File: config.mk
export PLATFORM = sky130hd
export DESIGN_NAME = ser_result_port
export DESIGN_NICKNAME = d
export VERILOG_FILES = /design/src/rtl/ser_result_port.sv
export SDC_FILE = /design/constraint.sdc
export NUM_CORES = 1
export LEC_CHECK = 0
export BUFFER_PORTS_ARGS = -buffer_cell sky130_fd_sc_hd__buf_2
export CAP_MARGIN = 20
export CORE_ASPECT_RATIO = 0.8
export CORE_MARGIN = 4
export CORE_UTILIZATION = 55
export DETAILED_ROUTE_END_ITERATION = 8
export GPL_TIMING_DRIVEN = 0
export PLACE_DENSITY = 0.78
export SLEW_MARGIN = 5
export SYNTH_ARGS = -nofsm -noshare
export SYNTH_HDL_FRONTEND = slang
export SYNTH_SLANG_ARGS = --single-unit
File: constraint.sdc
create_clock -name clk -period 1.81 [get_ports clk]
set_input_delay 0 -clock clk [delete_from_list [all_inputs] [get_ports clk]]
set_output_delay 0 -clock clk [all_outputs]
set_load 0.01 [all_outputs]
File: src/rtl/ser_result_port.sv
module ser_result_port #(
  parameter int W = 8
) (
  input  logic         clk,
  input  logic         rst_n,
  input  logic         sclk,
  input  logic         port_en,
  input  logic         load_valid,
  input  logic [W-1:0] load_data,
  output logic         sdo,
  output logic         sdo_oe
);
  localparam int CW = $clog2(W + 1);
  localparam logic [CW-1:0] LAST = CW'(W);

  logic         sclk_q, en_q, armed, oe, pv;
  logic [CW-1:0] cnt;
  logic [W-1:0] res, pend, shreg;

  wire en_rise = port_en & ~en_q;
  wire s_rise  = sclk & ~sclk_q;
  wire s_fall  = ~sclk & sclk_q;

  always_ff @(posedge clk) begin
    if (!rst_n) begin
      sclk_q <= 1'b0;
      en_q   <= 1'b0;
      armed  <= 1'b0;
      oe     <= 1'b0;
      pv     <= 1'b0;
      cnt    <= '0;
      res    <= '0;
      pend   <= '0;
      shreg  <= '0;
    end else begin
      sclk_q <= sclk;
      en_q   <= port_en;
      if (en_rise) begin
        cnt   <= '0;
        armed <= 1'b1;
        oe    <= 1'b0;
      end else if (s_rise && armed && cnt != LAST) begin
        if (cnt == '0) begin
          shreg <= res;
          oe    <= 1'b1;
        end else begin
          shreg <= {shreg[W-2:0], 1'b0};
        end
        cnt <= cnt + 1'b1;
      end else if (s_fall && oe && cnt == LAST) begin
        oe    <= 1'b0;
        armed <= 1'b0;
      end
      if (!oe) begin
        if (load_valid) begin
          res <= load_data;
          pv  <= 1'b0;
        end else if (pv) begin
          res <= pend;
          pv  <= 1'b0;
        end
      end else if (load_valid) begin
        pend <= load_data;
        pv   <= 1'b1;
      end
    end
  end

  assign sdo_oe = oe;
  assign sdo    = oe & shreg[W-1];

  a_r4_cnt_bound: assert property (@(posedge clk) disable iff (!rst_n)
    cnt <= LAST);
  a_r2_oe_needs_arm: assert property (@(posedge clk) disable iff (!rst_n)
    $rose(oe) |-> $past(armed) && $past(s_rise));
  a_r5_oe_drop_cause: assert property (@(posedge clk) disable iff (!rst_n)
    $fell(oe) |-> $past(en_rise) || ($past(s_fall) && $past(cnt) == LAST));
  a_r7_res_frozen: assert property (@(posedge clk) disable iff (!rst_n)
    oe && $past(oe) |-> $stable(res));
  a_r3_sdo_steady: assert property (@(posedge clk) disable iff (!rst_n)
    oe && $past(oe) && !$past(s_rise) |-> $stable(sdo));
  a_r1_quiet_when_off: assert property (@(posedge clk) disable iff (!rst_n)
    !sdo_oe |-> !sdo);
endmodule

==> impl_metrics.py, run 1 <==
metrics = {
    "run_status": {
        "outcome": "completed",
    },
    "timing": {
        "timing.fmax_mhz": 625,
        "fin_worst_skew_ns": 0.0117,
        "rsz0062_at_grt": "false",
        "relSlewSlack": 0.654,
        "hold_violations": 0,
        "finalCritPeriodShare": 0.884,
        "setup_viol": 0,
        "worst_pin_slew_ns": 0.518,
        "fin_ws_ns": 0.210,
        "drv_slew": 0,
        "fin_tns_setup_ns": 0,
        "fin_crit_ns": 1.60,
    },
    "cts": {
        "path_clk_slew_ns": 0.10,
        "numCtsBuffers": 5,
        "cts_sinks": 33,
        "clkLatencyLatePin_ns": 0.33,
        "cts_root_buffer": "clkbuf_4",
        "cts-htree-levels": 2,
        "cts_tree": "done",
        "clockBufferDepth": 2,
        "cts_setup_buffers": 0,
    },
    "critical_path": {
        "arrival_ns": 1.86,
        "required_ns": 2.07,
        "worst-r2r-setup-slack_ns": 0.21,
        "path_max_fanout": 4,
        "r2r_start": "cnt[0]",
        "crit_path_end_kind": "register",
        "path_class": "register to register",
        "critPathLaunchType": "register",
        "r2r_end": "cnt[2]",
        "crit_path_start": "cnt[0]",
        "reg2regPathDepth": 5,
        "crit_path_end": "cnt[2]",
    },
    "yosys": {
        "yosys.cell_types.count": 30,
        "yosysTopAreaCell": "dfxtp_1",
        "netlist_area_um2": 1430,
        "yosys_warnings": 0,
        "synth_cells": 163,
        "synthTopCellsByArea": "dfxtp_1 46%, mux2i_1 7.0%, nand2_1 6.6%, a21oi_1 4.9%, a211oi_1 4.7%",
        "synth.top_cell.area_share": 0.463,
        "syn-mean-instance-area_um2": 8.76,
        "ys_ff_latch": 33,
        "synth_fp_nets": 178,
        "ys_seq_area_frac": 0.463,
    },
    "drt": {
        "drc_errors": 0,
        "drtAntennaViolNets": 0,
        "drtIter0Drc": 55,
        "num_vias": 1314,
        "avgRoutedWirePerCell_um": 14.4,
        "viasPerCell": 5.66,
        "routed_wl_um": 3350,
        "drt_pre_antenna_iters": 4,
    },
    "layout": {
        "fin_nets": 211,
        "fillCellCount": 199,
        "diodes": 0,
        "syn_to_final_growth_pct": 21.1,
        "layout.cells.most_common": "dfxtp_1",
        "drive_gt1_frac": 0.143,
        "layout_common_cells": "33 x dfxtp_1, 25 x nand2_1, 16 x buf_2",
    },
    "pwr": {
        "intPower_mw": 1.01,
        "power_density_nw_per_um2": 778,
        "leakagePower_nw": 0.662,
        "switching_power_mw": 0.334,
        "p_clk_frac": 0.311,
        "p_seq_frac": 0.572,
        "p_sw_frac": 0.249,
        "ir_worst_vdd_mv": 0.546,
        "p_comb_frac": 0.117,
    },
    "hold_path": {
        "whs_path_depth": 3,
        "min_from": "load_valid",
        "hp-class": "input port to register",
    },
    "placement": {
        "gp_congestion": 0.807,
        "dp_slack_ns": 0.162,
        "place_hpwl_um": 2250,
        "io_buffer_count": 13,
    },
    "grt": {
        "grt_overflow": 0,
        "grt_max_degree": 11,
        "antenna_found_initial": 0,
        "gr-usage-all-layers": 0.223,
        "grt_pass1_vias": 1269,
        "grt_pass1_wl_um": 5730,
    },
    "flow_run": {
        "maxCapViolations": 0,
    },
    "floorplanning": {
        "core_um2": 2460,
        "die_w_um": 65.0,
        "die-area_um2": 3480,
        "rows": 16,
        "io_pins": 15,
        "start_util": 0.580,
        "dieHeight_um": 53.6,
    },
}
## synthesized netlist by cell type, drive strengths merged
cell type	number
nand3b	2
and3	1
inv	4
mux2i	10
a311oi	6
o21ba	1
and3b	2
a31oi	7
or3	1
nor3b	1
a21oi	14
o31ai	2
clkbuf	6
buf	6
dfxtp	33
nand2b	1
or3b	1
a211oi	9
o211a	1
or4	1
nand3	12
and2	3
o21ai	4
nand2	25
ha	2
nor2	8
## worst min-delay path by stage
| stage | to | slack (ns) |
|---|---|---|
| floorplan | en_q | 0.12 |
| global placement | en_q | 0.22 |
| detailed placement | en_q | 0.22 |
| CTS | res[4] | 0.11 |
| global route | res[4] | 0.10 |
| finish | res[4] | 0.11 |
## final cells by class
class / count / area (um2) / share of cell area
multi-input combinational: 114 / 704 / 0.407
tap: 36 / 45.0 / 0.0260
sequential: 33 / 661 / 0.382
timing repair buffer: 26 / 195 / 0.113
buffer: 12 / 53.8 / 0.0311
clock buffer: 7 / 55.1 / 0.0318
inverter: 4 / 15.0 / 0.00868
## power groups by stage
| stage | Clock [mW] | Combinational [mW] | Sequential (mW) |
|---|---|---|---|
| 2_1_floorplan | 0 | 0.0913 | 0.782 |
| 3_3_place_gp | 0 | 0.125 | 0.785 |
| 3_5_place_dp | 0 | 0.132 | 0.786 |
| 4_1_cts | 0.426 | 0.154 | 0.769 |
| 5_1_grt | 0.464 | 0.174 | 0.773 |
| 6_report | 0.418 | 0.157 | 0.769 |
## layer usage
metal	wire length, um	vias to the layer above	track usage
met5	0	-	0
met4	88	0	0.144
met3	153	10	0.0501
met2	1610	39	0.385
met1	1500	614	0.255
li1	-	651	-
## state kept, by name, summed over array words and instances, names as in the netlist
register	cells
sclk_q	1
pend	8
pv	1
en_q	1
cnt	4
shreg	8
sdo_oe	1
res	8
armed	1
## cells by family (layout without fill, tap and decap cells)
logic type / Yosys count / count (layout) / share of synthesized area
simple gates: 58 / 58 / 0.199
flops: 33 / 33 / 0.463
buf+inv: 16 / 49 / 0.0482
fa+ha+maj: 2 / 2 / 0.0175
compound gates: 44 / 44 / 0.202
mux: 10 / 10 / 0.0701
## worst max-delay path, stage by stage, from the launching register on
cell     delay [ns]
dfxtp_1        0.38
inv_1          0.07
ha_1           0.23
and3b_2        0.24
or4_1          0.48
a21oi_1        0.15
## timing repair
item,in CTS,in global routing
gates resized for setup,0,1
endpoints found under the hold margin,12,0
hold buffers,13,0
setup endpoints to repair,0,3
## per-stage QoR
step | total power, mW | std cells | utilization | instance area, um2 | hold slack (ns)
floorplan | 0.873 | 163 | - | 1430 | 0.122
global route | 1.41 | 232 | 0.702 | 1730 | 0.101
finish | 1.34 | 232 | 0.702 | 1730 | 0.113
global placement | 0.910 | 212 | 0.624 | 1540 | 0.220
detailed placement | 0.918 | 212 | 0.624 | 1540 | 0.221
CTS | 1.35 | 232 | 0.700 | 1720 | 0.108
Power figures use the tool's default switching activity.
==> run 2, diff against run 1 <==
PLACE_DENSITY = not set   (was 0.78)
PLACE_DENSITY_LB_ADDON = 0.08   (was not set)
==> run 2 against run 1 <==
Worst setup slack better by 0.0030 ns; critical path type unchanged; via count about the same; hold slack worse by 0.010 ns.
==> impl_metrics.py, run 2 (same netlist as run 1, synthesis figures left out) <==
metrics = {
    "floorplanning": {
        "die-area_um2": 3480,
        "io_pins": 15,
        "dieHeight_um": 53.6,
        "die_w_um": 65.0,
        "core_um2": 2460,
        "rows": 16,
        "start_util": 0.580,
    },
    "placement": {
        "io_buffer_count": 13,
        "dpl_cell_area_um2": 1540,
        "dp.cells": 212,
        "place_hpwl_um": 2140,
        "gp_congestion": 0.773,
    },
    "layout": {
        "syn_to_final_growth_pct": 20.9,
        "fin_nets": 211,
        "stdcell_count": 233,
        "fin_area_um2": 1730,
        "layout_common_cells": "33 x dfxtp_1, 25 x nand2_1, 16 x buf_2",
        "top_regs": "pend (8), res (8), shreg (8)",
        "drive_gt1_frac": 0.147,
        "post-route-util": 0.701,
        "diodes": 0,
        "layout.cells.most_common": "dfxtp_1",
    },
    "critical_path": {
        "critPathLaunchType": "register",
        "cp_top_family": "simple AND/OR/NAND/NOR gates",
        "crit_path_start": "cnt[0]",
        "cp_cell_sequence": "inv_1 -> ha_1 -> and3b_2 -> or4_1 -> a21oi_1",
        "r2r_start": "cnt[0]",
        "arrival_ns": 1.87,
        "path_class": "register to register",
        "path_buf_inv": 1,
        "path_max_fanout": 4,
        "max_stage_delay_ns": 0.46,
        "crit_path_end_kind": "register",
        "required_ns": 2.09,
        "slowest_stage": "or4_1",
    },
    "timing": {
        "setup_viol": 0,
        "fin_worst_skew_ns": 0.00845,
        "fin_tns_setup_ns": 0,
        "drv_slew": 0,
        "hold_violations": 0,
        "worst_pin_slew_ns": 0.487,
        "fin_crit_ns": 1.60,
        "timing.fmax_mhz": 626,
        "finalCritPeriodShare": 0.882,
        "rsz0062_at_grt": "false",
        "relSlewSlack": 0.676,
    },
    "cts": {
        "numCtsBuffers": 5,
        "cts_sinks": 33,
        "path_clk_slew_ns": 0.10,
        "cts_tree": "done",
        "cts_root_buffer": "clkbuf_4",
        "cts-htree-levels": 2,
        "clkLatencyLatePin_ns": 0.34,
        "clockBufferDepth": 2,
    },
    "grt": {
        "antenna_found_initial": 0,
        "gr-usage-all-layers": 0.208,
        "grt_max_degree": 11,
        "grt_pass1_wl_um": 5350,
        "grt_overflow": 0,
        "grt_pass1_vias": 1240,
    },
    "drt": {
        "drtIter0Drc": 80,
        "drt_pre_antenna_iters": 4,
        "routed_wl_um": 3140,
        "avgRoutedWirePerCell_um": 13.5,
        "drtAntennaViolNets": 0,
        "num_vias": 1315,
        "viasPerCell": 5.64,
        "drc_errors": 0,
    },
    "hold_path": {
        "hp-class": "input port to register",
        "min_from": "load_valid",
    },
    "flow_run": {
        "maxCapViolations": 0,
    },
    "pwr": {
        "leakagePower_nw": 0.662,
        "power_density_nw_per_um2": 764,
        "power_mw": 1.32,
        "ir_worst_vdd_mv": 0.501,
    },
    "run_status": {
        "outcome": "completed",
    },
}
[run 2: cell count changes in the layout (fill, tap and decap cells not counted)]
| cell | before | now |
|---|---|---|
| clkinv_2 | 0 | 2 |
| clkbuf_8 | 1 | 0 |
[run 2: repair_timing]
item	in CTS	in global routing
endpoints found under the hold margin	12	0
resized for setup	0	1
setup buffers	0	0
hold buffers	13	0
endpoints found under the setup margin	0	2
[run 2: cell type report]
class | instances | area (um2)
buffer | 12 | 53.8
clock buffer | 6 | 41.3
clock inverter | 2 | 10.0
fill | 220 | 737
inverter | 4 | 15.0
multi-input combinational | 114 | 704
sequential | 33 | 661
tap | 36 | 45.0
timing repair buffer | 26 | 195
[run 2: layer usage]
| layer | part of all wire | track usage |
|---|---|---|
| met1 | 0.48 | 0.251 |
| met3 | 0.050 | 0.0752 |
| met4 | 0.0057 | 0.0842 |
| met2 | 0.47 | 0.343 |
| met5 | 0 | 0 |
[run 2: power breakdown]
group / switching, mW / total, mW / internal, mW
Combinational: 0.0815 / 0.154 / 0.0729
Clock: 0.247 / 0.394 / 0.148
Sequential: 0.0154 / 0.769 / 0.754
[run 2: path summary, 6_finish.rpt]
path,end,slack [ns],cells past startpoint
setup reg to reg,cnt[2],0.21,5
hold / removal,res[5],0.10,3
hold reg to reg,pend[0],0.46,2
setup / recovery,cnt[2],0.21,5
[run 2: worst min-delay path, stage by stage]
cell	delay [ns]
buf_4	0.16
mux2i_1	0.16
a211oi_1	0.08
[run 2: stage by stage]
stage | setup WS [ns] | hold slack, ns
after global placement | 0.235 | 0.220
after floorplan | 0.342 | 0.122
after detailed placement | 0.194 | 0.222
after CTS | 0.178 | 0.0926
after global routing | 0.0649 | 0.0954
final | 0.213 | 0.103
==> run 3, diff against run 2 <==
GPL_TIMING_DRIVEN = not set   (was 0)
PLACE_DENSITY = 0.85   (was not set)
PLACE_DENSITY_LB_ADDON = not set   (was 0.08)
==> run 3 against run 2 <==
Worst setup slack worse by 0.017 ns; flip-flop and latch count did not move; design area shrank 1.2%; combinational power shrank 4%; register-to-register slack got worse by 0.02 ns; critical path depth unchanged.
==> impl_metrics.py, run 3 (same netlist as run 1, synthesis figures left out) <==
metrics = {
    "grt": {
        "grt_pass1_wl_um": 5520,
        "grt_max_degree": 25,
        "antenna_found_initial": 0,
        "grt_overflow": 0,
        "gr-usage-all-layers": 0.215,
        "grt_pass1_vias": 1255,
    },
    "floorplanning": {
        "io_pins": 15,
        "die_w_um": 65.0,
        "start_util": 0.580,
        "dieHeight_um": 53.6,
        "rows": 16,
        "core_um2": 2460,
        "die-area_um2": 3480,
    },
    "pwr": {
        "power_density_nw_per_um2": 785,
        "ir_worst_vdd_mv": 0.603,
        "power_mw": 1.34,
        "leakagePower_nw": 0.651,
    },
    "drt": {
        "viasPerCell": 5.84,
        "routed_wl_um": 3250,
        "drc_errors": 0,
        "drtAntennaViolNets": 0,
        "drtIter0Drc": 76,
        "num_vias": 1314,
        "avgRoutedWirePerCell_um": 14.4,
        "drt_pre_antenna_iters": 5,
    },
    "placement": {
        "dpl_cell_area_um2": 1520,
        "dp.cells": 205,
        "gp_congestion": 0.787,
        "place_hpwl_um": 2080,
        "io_buffer_count": 14,
    },
    "cts": {
        "cts-htree-levels": 2,
        "cts-resized-gates": 0,
        "postCtsHoldBufs": 13,
        "numCtsBuffers": 5,
        "clockBufferDepth": 2,
        "cts_setup_buffers": 0,
        "clkLatencyLatePin_ns": 0.34,
        "cts_root_buffer": "clkbuf_4",
        "path_clk_slew_ns": 0.09,
        "cts_tree": "done",
        "cts_sinks": 33,
    },
    "critical_path": {
        "cp_top_family": "simple AND/OR/NAND/NOR gates",
        "critPathLaunchType": "register",
        "path_max_fanout": 4,
        "path_buf_inv": 1,
        "r2r_start": "cnt[0]",
        "max_stage_delay_ns": 0.47,
        "worst-r2r-setup-slack_ns": 0.20,
        "slowest_stage": "or4_1",
        "cp_cell_sequence": "inv_1 -> ha_1 -> and3b_2 -> or4_1 -> a21oi_1",
        "cp_num_cells": 5,
        "required_ns": 2.09,
        "reg2regPathDepth": 5,
        "arrival_ns": 1.89,
        "crit_path_end_kind": "register",
        "r2r_end": "cnt[2]",
        "path_class": "register to register",
    },
    "hold_path": {
        "holdPathEnd": "pend[4]",
        "hp-class": "input port to register",
        "min_from": "load_valid",
        "whs_path_depth": 3,
    },
    "timing": {
        "fin_tns_setup_ns": 0,
        "fin_worst_skew_ns": 0.00423,
        "timing.fmax_mhz": 620,
        "hold_violations": 0,
        "fin_crit_ns": 1.61,
        "worst_pin_slew_ns": 0.735,
        "setup_viol": 0,
        "relSlewSlack": 0.509,
        "finalCritPeriodShare": 0.892,
        "rsz0062_at_grt": "false",
        "drv_slew": 0,
    },
    "layout": {
        "drive_gt1_frac": 0.148,
        "layout_common_cells": "33 x dfxtp_1, 25 x nand2_1, 14 x a21oi_1, 14 x buf_2, 13 x dlygate4sd3_1",
        "syn_to_final_growth_pct": 19.4,
        "fin_area_um2": 1700,
        "layout.cells.most_common": "dfxtp_1",
        "diodes": 0,
        "stdcell_count": 225,
        "fillCellCount": 205,
        "top_regs": "pend (8), res (8), shreg (8)",
        "fin_nets": 204,
    },
    "run_status": {
        "outcome": "completed",
    },
    "flow_run": {
        "maxCapViolations": 0,
    },
}
run 3: layout make-up:
class,instances,area (um2),area share
tap,36,45.0,0.0264
inverter,4,15.0,0.00881
sequential,33,661,0.388
timing repair buffer,31,230,0.135
multi-input combinational,114,698,0.410
clock buffer,7,55.1,0.0323
run 3: worst max path at each step:
stage	start	endpoint	slack [ns]
after detailed placement	cnt[0]	cnt[2]	0.22
final	cnt[0]	cnt[2]	0.20
after global placement	cnt[0]	cnt[2]	0.32
after CTS	cnt[0]	cnt[2]	0.21
after global routing	cnt[0]	cnt[2]	0.11
after floorplan	cnt[0]	cnt[2]	0.34
run 3: per-stage QoR:
stage	hold WS (ns)	worst slack [ns]	utilization
after floorplan	0.122	0.342	-
after global routing	0.141	0.109	0.692
after detailed placement	0.228	0.220	0.617
final	0.130	0.196	0.692
after CTS	0.118	0.207	0.692
after global placement	0.220	0.317	0.617
run 3: worst register-to-register path, cell delays in order, from the launching register on:
cell and delay, ns:
dfxtp_1 0.39, inv_1 0.08, ha_1 0.23, and3b_2 0.25, or4_1 0.47, a21oi_1 0.14
run 3: where the power goes:
group	switching [mW]	internal, mW	leakage, nW
combinational	0.0776	0.0704	0.350
clock	0.235	0.183	0.0314
sequential	0.0181	0.754	0.269
total	0.331	1.01	0.651
run 3: metal layers:
layer | share of wire | track usage
met4 | 0.022 | 0.116
met5 | 0 | 0
met2 | 0.48 | 0.357
met1 | 0.42 | 0.243
met3 | 0.073 | 0.0814
